$ cat src/rtl/hs_read_pkg.sv
package hs_read_pkg;

  typedef enum logic [2:0] {
    ST_IDLE,
    ST_SETUP,
    ST_SYNC,
    ST_RELEASE,
    ST_ABORT
  } hsState_t;

  // strobes from control to datapath
  typedef struct packed {
    logic loadAddr;   // take a new request address
    logic driveReq;   // address, memory-request and read on the bus
    logic driveSync;  // master-sync on the bus
    logic capture;    // latch the data lines
    logic clrCnt;     // restart the phase counter
    logic finish;     // raise the completion pulse
    logic abort;      // record a timeout
  } hsCmd_t;

endpackage

$ cat src/rtl/hs_sync.sv
module hs_sync #(
  parameter int STAGES = 2
) (
  input  logic clk,
  input  logic rstN,
  input  logic asyncIn,
  output logic syncOut
);

  logic [STAGES-1:0] chain;

  always_ff @(posedge clk) begin
    if (!rstN) chain <= '0;
    else       chain <= {chain[STAGES-2:0], asyncIn};
  end

  assign syncOut = chain[STAGES-1];

endmodule

$ cat src/rtl/hs_read_dpath.sv
module hs_read_dpath
  import hs_read_pkg::*;
#(
  parameter int ADDR_W      = 16,
  parameter int DATA_W      = 16,
  parameter int CNT_W       = 12,
  parameter int SYNC_STAGES = 2
) (
  input  logic              clk,
  input  logic              rstN,
  input  hsCmd_t            cmd,
  input  logic [ADDR_W-1:0] addr,
  input  logic [DATA_W-1:0] busData,
  input  logic              busSsyn,
  output logic [ADDR_W-1:0] busAddr,
  output logic              busMreq,
  output logic              busRd,
  output logic              busMsyn,
  output logic [DATA_W-1:0] rdata,
  output logic              done,
  output logic              timeout,
  output logic              ssynSync,
  output logic [CNT_W-1:0]  phaseCnt
);

  localparam logic [CNT_W-1:0] CNT_MAX = '1;

  logic [ADDR_W-1:0] addrReg;

  hs_sync #(.STAGES(SYNC_STAGES)) ssynSyncI (
    .clk     (clk),
    .rstN    (rstN),
    .asyncIn (busSsyn),
    .syncOut (ssynSync)
  );

  // request address and bus drivers, all registered
  always_ff @(posedge clk) begin
    if (!rstN) begin
      addrReg <= '0;
      busAddr <= '0;
      busMreq <= 1'b0;
      busRd   <= 1'b0;
      busMsyn <= 1'b0;
    end else begin
      if (cmd.loadAddr) addrReg <= addr;
      busAddr <= cmd.driveReq ? addrReg : '0;
      busMreq <= cmd.driveReq;
      busRd   <= cmd.driveReq;
      busMsyn <= cmd.driveSync;
    end
  end

  // read data and result flags
  always_ff @(posedge clk) begin
    if (!rstN) begin
      rdata   <= '0;
      done    <= 1'b0;
      timeout <= 1'b0;
    end else begin
      if (cmd.capture) rdata <= busData;
      done <= cmd.finish;
      if (cmd.abort)         timeout <= 1'b1;
      else if (cmd.loadAddr) timeout <= 1'b0;
    end
  end

  // shared setup / wait counter, saturating
  always_ff @(posedge clk) begin
    if (!rstN)                    phaseCnt <= '0;
    else if (cmd.clrCnt)          phaseCnt <= '0;
    else if (phaseCnt != CNT_MAX) phaseCnt <= phaseCnt + 1'b1;
  end

endmodule

$ cat src/rtl/hs_read_ctrl.sv
module hs_read_ctrl
  import hs_read_pkg::*;
#(
  parameter int CNT_W     = 12,
  parameter int SETUP_CYC = 2
) (
  input  logic             clk,
  input  logic             rstN,
  input  logic             start,
  input  logic             ssynSync,
  input  logic [CNT_W-1:0] phaseCnt,
  input  logic [CNT_W-1:0] tmoLimit,
  output hsCmd_t           cmd,
  output logic             busy
);

  localparam logic [CNT_W-1:0] SETUP_LAST = CNT_W'(SETUP_CYC - 1);
  localparam logic [CNT_W-1:0] CNT_ONE    = CNT_W'(1);

  hsState_t state, stateNext;
  logic     limitHit;

  assign limitHit = (phaseCnt == (tmoLimit - CNT_ONE));

  always_ff @(posedge clk) begin
    if (!rstN) state <= ST_IDLE;
    else       state <= stateNext;
  end

  always_comb begin
    stateNext = state;
    cmd       = '0;
    unique case (state)
      ST_IDLE: begin
        if (start) begin
          cmd.loadAddr = 1'b1;
          cmd.clrCnt   = 1'b1;
          stateNext    = ST_SETUP;
        end
      end
      ST_SETUP: begin
        cmd.driveReq = 1'b1;
        if (phaseCnt == SETUP_LAST) begin
          cmd.clrCnt = 1'b1;
          stateNext  = ST_SYNC;
        end
      end
      ST_SYNC: begin
        cmd.driveReq  = 1'b1;
        cmd.driveSync = 1'b1;
        if (ssynSync) begin
          cmd.capture = 1'b1;   // acknowledge has priority over the limit
          stateNext   = ST_RELEASE;
        end else if (limitHit) begin
          cmd.abort = 1'b1;
          stateNext = ST_ABORT;
        end
      end
      ST_RELEASE, ST_ABORT: begin
        if (!ssynSync) begin
          cmd.finish = 1'b1;
          stateNext  = ST_IDLE;
        end
      end
      default: stateNext = ST_IDLE;
    endcase
  end

  assign busy = (state != ST_IDLE);

endmodule

$ cat src/rtl/hs_read_master.sv
module hs_read_master
  import hs_read_pkg::*;
#(
  parameter int ADDR_W      = 16,
  parameter int DATA_W      = 16,
  parameter int TMO_W       = 12,
  parameter int SETUP_CYC   = 2,
  parameter int SYNC_STAGES = 2
) (
  input  logic              clk,
  input  logic              rstN,
  input  logic              start,
  input  logic [ADDR_W-1:0] addr,
  input  logic [TMO_W-1:0]  tmoLimit,
  output logic              busy,
  output logic              done,
  output logic [DATA_W-1:0] rdata,
  output logic              timeout,
  output logic [ADDR_W-1:0] busAddr,
  output logic              busMreq,
  output logic              busRd,
  output logic              busMsyn,
  input  logic [DATA_W-1:0] busData,
  input  logic              busSsyn
);

  hsCmd_t           cmd;
  logic             ssynSync;
  logic [TMO_W-1:0] phaseCnt;

  hs_read_ctrl #(
    .CNT_W     (TMO_W),
    .SETUP_CYC (SETUP_CYC)
  ) ctrlI (
    .clk      (clk),
    .rstN     (rstN),
    .start    (start),
    .ssynSync (ssynSync),
    .phaseCnt (phaseCnt),
    .tmoLimit (tmoLimit),
    .cmd      (cmd),
    .busy     (busy)
  );

  hs_read_dpath #(
    .ADDR_W      (ADDR_W),
    .DATA_W      (DATA_W),
    .CNT_W       (TMO_W),
    .SYNC_STAGES (SYNC_STAGES)
  ) dpathI (
    .clk      (clk),
    .rstN     (rstN),
    .cmd      (cmd),
    .addr     (addr),
    .busData  (busData),
    .busSsyn  (busSsyn),
    .busAddr  (busAddr),
    .busMreq  (busMreq),
    .busRd    (busRd),
    .busMsyn  (busMsyn),
    .rdata    (rdata),
    .done     (done),
    .timeout  (timeout),
    .ssynSync (ssynSync),
    .phaseCnt (phaseCnt)
  );

endmodule

$ cat config.mk
export PLATFORM = sky130hd
export DESIGN_NAME = hs_read_master
export DESIGN_NICKNAME = d
export VERILOG_FILES = /design/src/rtl/hs_read_pkg.sv /design/src/rtl/hs_sync.sv /design/src/rtl/hs_read_dpath.sv /design/src/rtl/hs_read_ctrl.sv /design/src/rtl/hs_read_master.sv
export SDC_FILE = /design/constraint.sdc
export NUM_CORES = 1
export LEC_CHECK = 0
export BUFFER_PORTS_ARGS = -buffer_cell sky130_fd_sc_hd__buf_2
export CELL_PAD_IN_SITES_DETAIL_PLACEMENT = 0
export CELL_PAD_IN_SITES_GLOBAL_PLACEMENT = 1
export CORE_MARGIN = 4
export CORE_UTILIZATION = 40
export DETAILED_ROUTE_END_ITERATION = 10
export PLACE_DENSITY_LB_ADDON = 0.1
export REMOVE_ABC_BUFFERS = 1
export SLEW_MARGIN = 20
export SYNTH_ARGS = -nofsm -noshare
export SYNTH_HDL_FRONTEND = slang
export SYNTH_HIERARCHICAL = 1
export SYNTH_SLANG_ARGS = --single-unit
$ cat constraint.sdc
create_clock -name clk -period 3.99 [get_ports clk]
set_clock_uncertainty 0.05 [all_clocks]
set_input_delay 0.1995 -clock clk [delete_from_list [all_inputs] [get_ports clk]]
set_output_delay 0.1995 -clock clk [all_outputs]
set_load 0.05 [all_outputs]
==> results.rst <==
.. list-table::
   :header-rows: 1

   * - Metric
     - Value
   * - Outcome
     - finished, final reports clean
   * - Clock slew at reported path FFs
     - around 80 ps
   * - # diodes
     - 0
   * - Sequential cell area fraction in the yosys report
     - 0.432
   * - Count of buffer and inverter cells on the critical path
     - 0
   * - Detailed placement HPWL
     - between 5000 and 6000 µm
   * - Number of cells in the design after placement
     - 500
   * - Total non-filler cell area in the finished layout
     - 0.00391 mm²
   * - Number of cells in the finished layout apart from fillers
     - around 520
   * - Growth of design area from synthesis to finish
     - 22.3%
   * - Most common cell after layout, fill and taps aside
     - sky130_fd_sc_hd__buf_2
   * - Initial DRC count
     - ~110
   * - Critical-path cell list
     - or3b_2 > or4_1 > nand4_1 > nor4b_1 > nand3_1 > nor2_1 > o21a_1
   * - Commonest cells after routing, fill and taps aside
     - sky130_fd_sc_hd__buf_2, sky130_fd_sc_hd__dfxtp_1, sky130_fd_sc_hd__nor2b_1
   * - Largest fanout on the critical path
     - 12
   * - Instance area at placement
     - around 0.0037 mm²
   * - TritonCTS clock tree
     - done
   * - Cell at the root of the clock tree
     - sky130_fd_sc_hd__clkbuf_8
   * - Vert. Die Dim
     - around 97 µm
   * - Number of nets still failing antenna checks after routing
     - 0
   * - Layout cells sized above 1
     - 0.277
   * - Average wire per standard cell
     - approximately 15 µm
   * - Maximum number of pins on one net before global-route repair
     - 39
   * - Achievable Freq
     - 431 MHz
   * - Type of element launching the critical path
     - flop
   * - Number of global-route vias before repair
     - ~2600
   * - Unrepaired setup endpoints after global routing
     - false
   * - Slowest-stage cell, CP
     - sky130_fd_sc_hd__dfxtp_1
   * - Die Area
     - 0.00949 mm²
   * - Clk Latency, worst-skew pair
     - 340 ps
   * - DRT Pass-1 Iters
     - 4
   * - Core Box Area
     - a little under 0.008 mm²
   * - Total negative slack
     - 0 ps
   * - Longest Clk Path Bufs
     - 2
   * - Leakage
     - around 1.6 nW
   * - Max Cap Violations
     - 0
   * - Worst ir drop on vdd
     - 0.000288 V
   * - Post-cts resize count
     - 0
   * - Number of placement rows
     - 32
   * - Core occupancy in the finished layout
     - 0.504
   * - Ys async rst share
     - 0
   * - Synthesized area per cell
     - approximately 9.7 µm²
   * - Max-slew headroom at the worst pin
     - 0.273
   * - Remaining routing DRC violations
     - 0
   * - Required @ worst endpoint
     - between 4000 and 5000 ps
   * - Cell count after synthesis
     - 330
   * - Effective utilization at floorplan
     - 0.412
   * - Number of endpoints with negative hold slack in the final report
     - 0
   * - Die width
     - between 90 and 100 µm
   * - Synthesized flop and latch total
     - 69
   * - Total via count after detailed routing
     - 2663
   * - Main synth FF type
     - sky130_fd_sc_hd__dfxtp_1
   * - First-pass GRT wire length
     - 12600 µm
   * - Slew at the pin with the worst max-slew slack
     - 1090 ps
   * - Power per cell area
     - about 440 mW/mm²
   * - Kind of cell adding the most delay to the critical path
     - simple AND/OR/NAND/NOR gates
   * - Type of the worst setup path
     - reg2reg
   * - Antenna violations before repair
     - 0
   * - Count of pins on the block boundary
     - 86
   * - EDFF count, synth
     - 0
   * - Total setup violations reported at the end of the flow
     - 0
   * - Final number of max-transition violations
     - 0
   * - Total Routing Usage GR
     - 0.162
   * - Routed wire length
     - ~7600 µm
   * - Worst hold path class
     - in2reg
   * - Global-route congestion overflow total
     - 0
   * - WP data arrival
     - 2550 ps
   * - Syn Std Cell Area
     - around 0.0032 mm²
   * - Routed vias/inst
     - 5.15
   * - Period utilization
     - 0.581
   * - Minimum clock period
     - ~2300 ps
   * - Count of different cell masters after synthesis
     - 52
   * - Kind of end point of the critical path
     - flop
   * - Buffers added on ports
     - 85
   * - NumNets Final
     - 460
   * - Largest stage delay on the critical path
     - between 500 and 600 ps
   * - RD Place Congestion
     - between 0.8 and 0.9
   * - Clock buffer count from CTS
     - 9
   * - H-Tree Depth
     - 3
   * - Number of sinks on the clock net
     - slightly below 70
   * - Synth warnings
     - 6
-- worst reg2reg max path, stage by stage (launching register included) --
cell and delay, ps:
sky130_fd_sc_hd__dfxtp_1 540, sky130_fd_sc_hd__or3b_2 470, sky130_fd_sc_hd__or4_1 400, sky130_fd_sc_hd__nand4_1 100, sky130_fd_sc_hd__nor4b_1 330, sky130_fd_sc_hd__nand3_1 110
sky130_fd_sc_hd__nor2_1 130, sky130_fd_sc_hd__o21a_1 130
-- cells in the mapped netlist (2+ instances only) --
cell type,count,area [µm²]
sky130_fd_sc_hd__nor2_1,12,45.0
sky130_fd_sc_hd__nor2b_1,41,257
sky130_fd_sc_hd__a32o_1,2,20.0
sky130_fd_sc_hd__nor4b_1,4,35.0
sky130_fd_sc_hd__xor2_1,4,35.0
sky130_fd_sc_hd__and3_1,18,113
sky130_fd_sc_hd__nand2_1,11,41.3
sky130_fd_sc_hd__ha_1,2,25.0
sky130_fd_sc_hd__buf_2,3,15.0
sky130_fd_sc_hd__nor3_1,5,25.0
sky130_fd_sc_hd__nor4_1,3,18.8
sky130_fd_sc_hd__or3b_2,2,17.5
sky130_fd_sc_hd__nand4b_1,2,17.5
sky130_fd_sc_hd__and2_1,10,62.6
sky130_fd_sc_hd__o221ai_1,2,17.5
sky130_fd_sc_hd__nand2b_1,5,31.3
sky130_fd_sc_hd__o21ai_0,6,30.0
sky130_fd_sc_hd__clkbuf_1,11,41.3
sky130_fd_sc_hd__inv_1,3,11.3
sky130_fd_sc_hd__xnor2_1,7,61.3
sky130_fd_sc_hd__buf_4,3,22.5
sky130_fd_sc_hd__nand3_1,4,20.0
sky130_fd_sc_hd__nand3b_1,3,22.5
sky130_fd_sc_hd__nor3_2,2,20.0
sky130_fd_sc_hd__or3_1,7,43.8
sky130_fd_sc_hd__mux2i_1,34,340
sky130_fd_sc_hd__or4_1,3,22.5
sky130_fd_sc_hd__nand4_1,8,50.1
sky130_fd_sc_hd__dfxtp_1,69,1380
sky130_fd_sc_hd__and4_1,3,26.3
sky130_fd_sc_hd__a21oi_1,8,40.0
sky130_fd_sc_hd__a211oi_1,7,52.6
sky130_fd_sc_hd__a31oi_1,7,43.8
-- flip-flops by register name (all words and copies together), names as in the netlist, 2 cells and up --
register / cells
dpathI/addrReg: 16
dpathI/busAddr: 16
dpathI/rdata: 16
dpathI/phaseCnt: 12
ctrlI/state: 3
dpathI/ssynSyncI/chain: 2
-- metrics by stage --
step	hold slack, ps	worst slack, ps	power, W
2_1_floorplan	266	1400	0.000979
3_3_place_gp	358	1720	0.00107
3_5_place_dp	363	1700	0.00108
4_1_cts	2.86	1670	0.00173
5_1_grt	54.1	1500	0.00180
6_report	60.4	1670	0.00171
-- worst paths after layout --
kind,from,end,slack [ps],depth (start not counted)
min,busData[1],dpathI/rdata[1],60,3
min reg2reg,dpathI/ssynSyncI/chain[0],dpathI/ssynSyncI/chain[1],390,1
max,dpathI/phaseCnt[5],dpathI/timeout,1670,7
max reg2reg,dpathI/phaseCnt[5],dpathI/timeout,1670,7
-- metal layers --
| metal | share of wire | global-route usage |
|---|---|---|
| met3 | 0.072 | 0.0531 |
| met2 | 0.47 | 0.255 |
| met4 | 0.0097 | 0.0447 |
| met1 | 0.45 | 0.213 |
| met5 | 0 | 0 |
-- repair_timing --
action	in CTS	in global routing
hold buffers	0	1
buffers inserted	0	0
endpoints found under the hold margin	0	1
-- power breakdown --
| group | switching, W | internal, W | leakage (nW) | total [W] |
|---|---|---|---|---|
| logic | 0.000187 | 0.000114 | 0.968 | 0.000300 |
| registers | 0.0000320 | 0.000727 | 0.560 | 0.000759 |
| clock network | 0.000276 | 0.000374 | 0.113 | 0.000651 |
| total | 0.000495 | 0.00122 | 1.64 | 0.00171 |
-- area by class of cell --
| class | count | area, µm² |
|---|---|---|
| Clock buffer | 10 | 138 |
| Clock inverter | 6 | 93.8 |
| Multi-Input combinational cell | 240 | 1720 |
| Inverter | 3 | 11.3 |
| Fill cell | 756 | 3860 |
| Sequential cell | 69 | 1380 |
| Tap cell | 102 | 128 |
| Timing Repair Buffer | 87 | 443 |
-- logic make-up (layout without fill, tap and decap cells) --
family	count (synthesis)	in the layout	synth area share
XOR/XNOR	11	11	0.0301
AND/OR/NAND/NOR	150	150	0.296
buffers and inverters	21	106	0.0317
flip-flops	69	69	0.432
AO/OA/AOI/OAI	43	43	0.0955
adder cells (fa/ha/maj)	2	2	0.00783
multiplexers	34	34	0.106
Power figures use the tool's default switching activity.
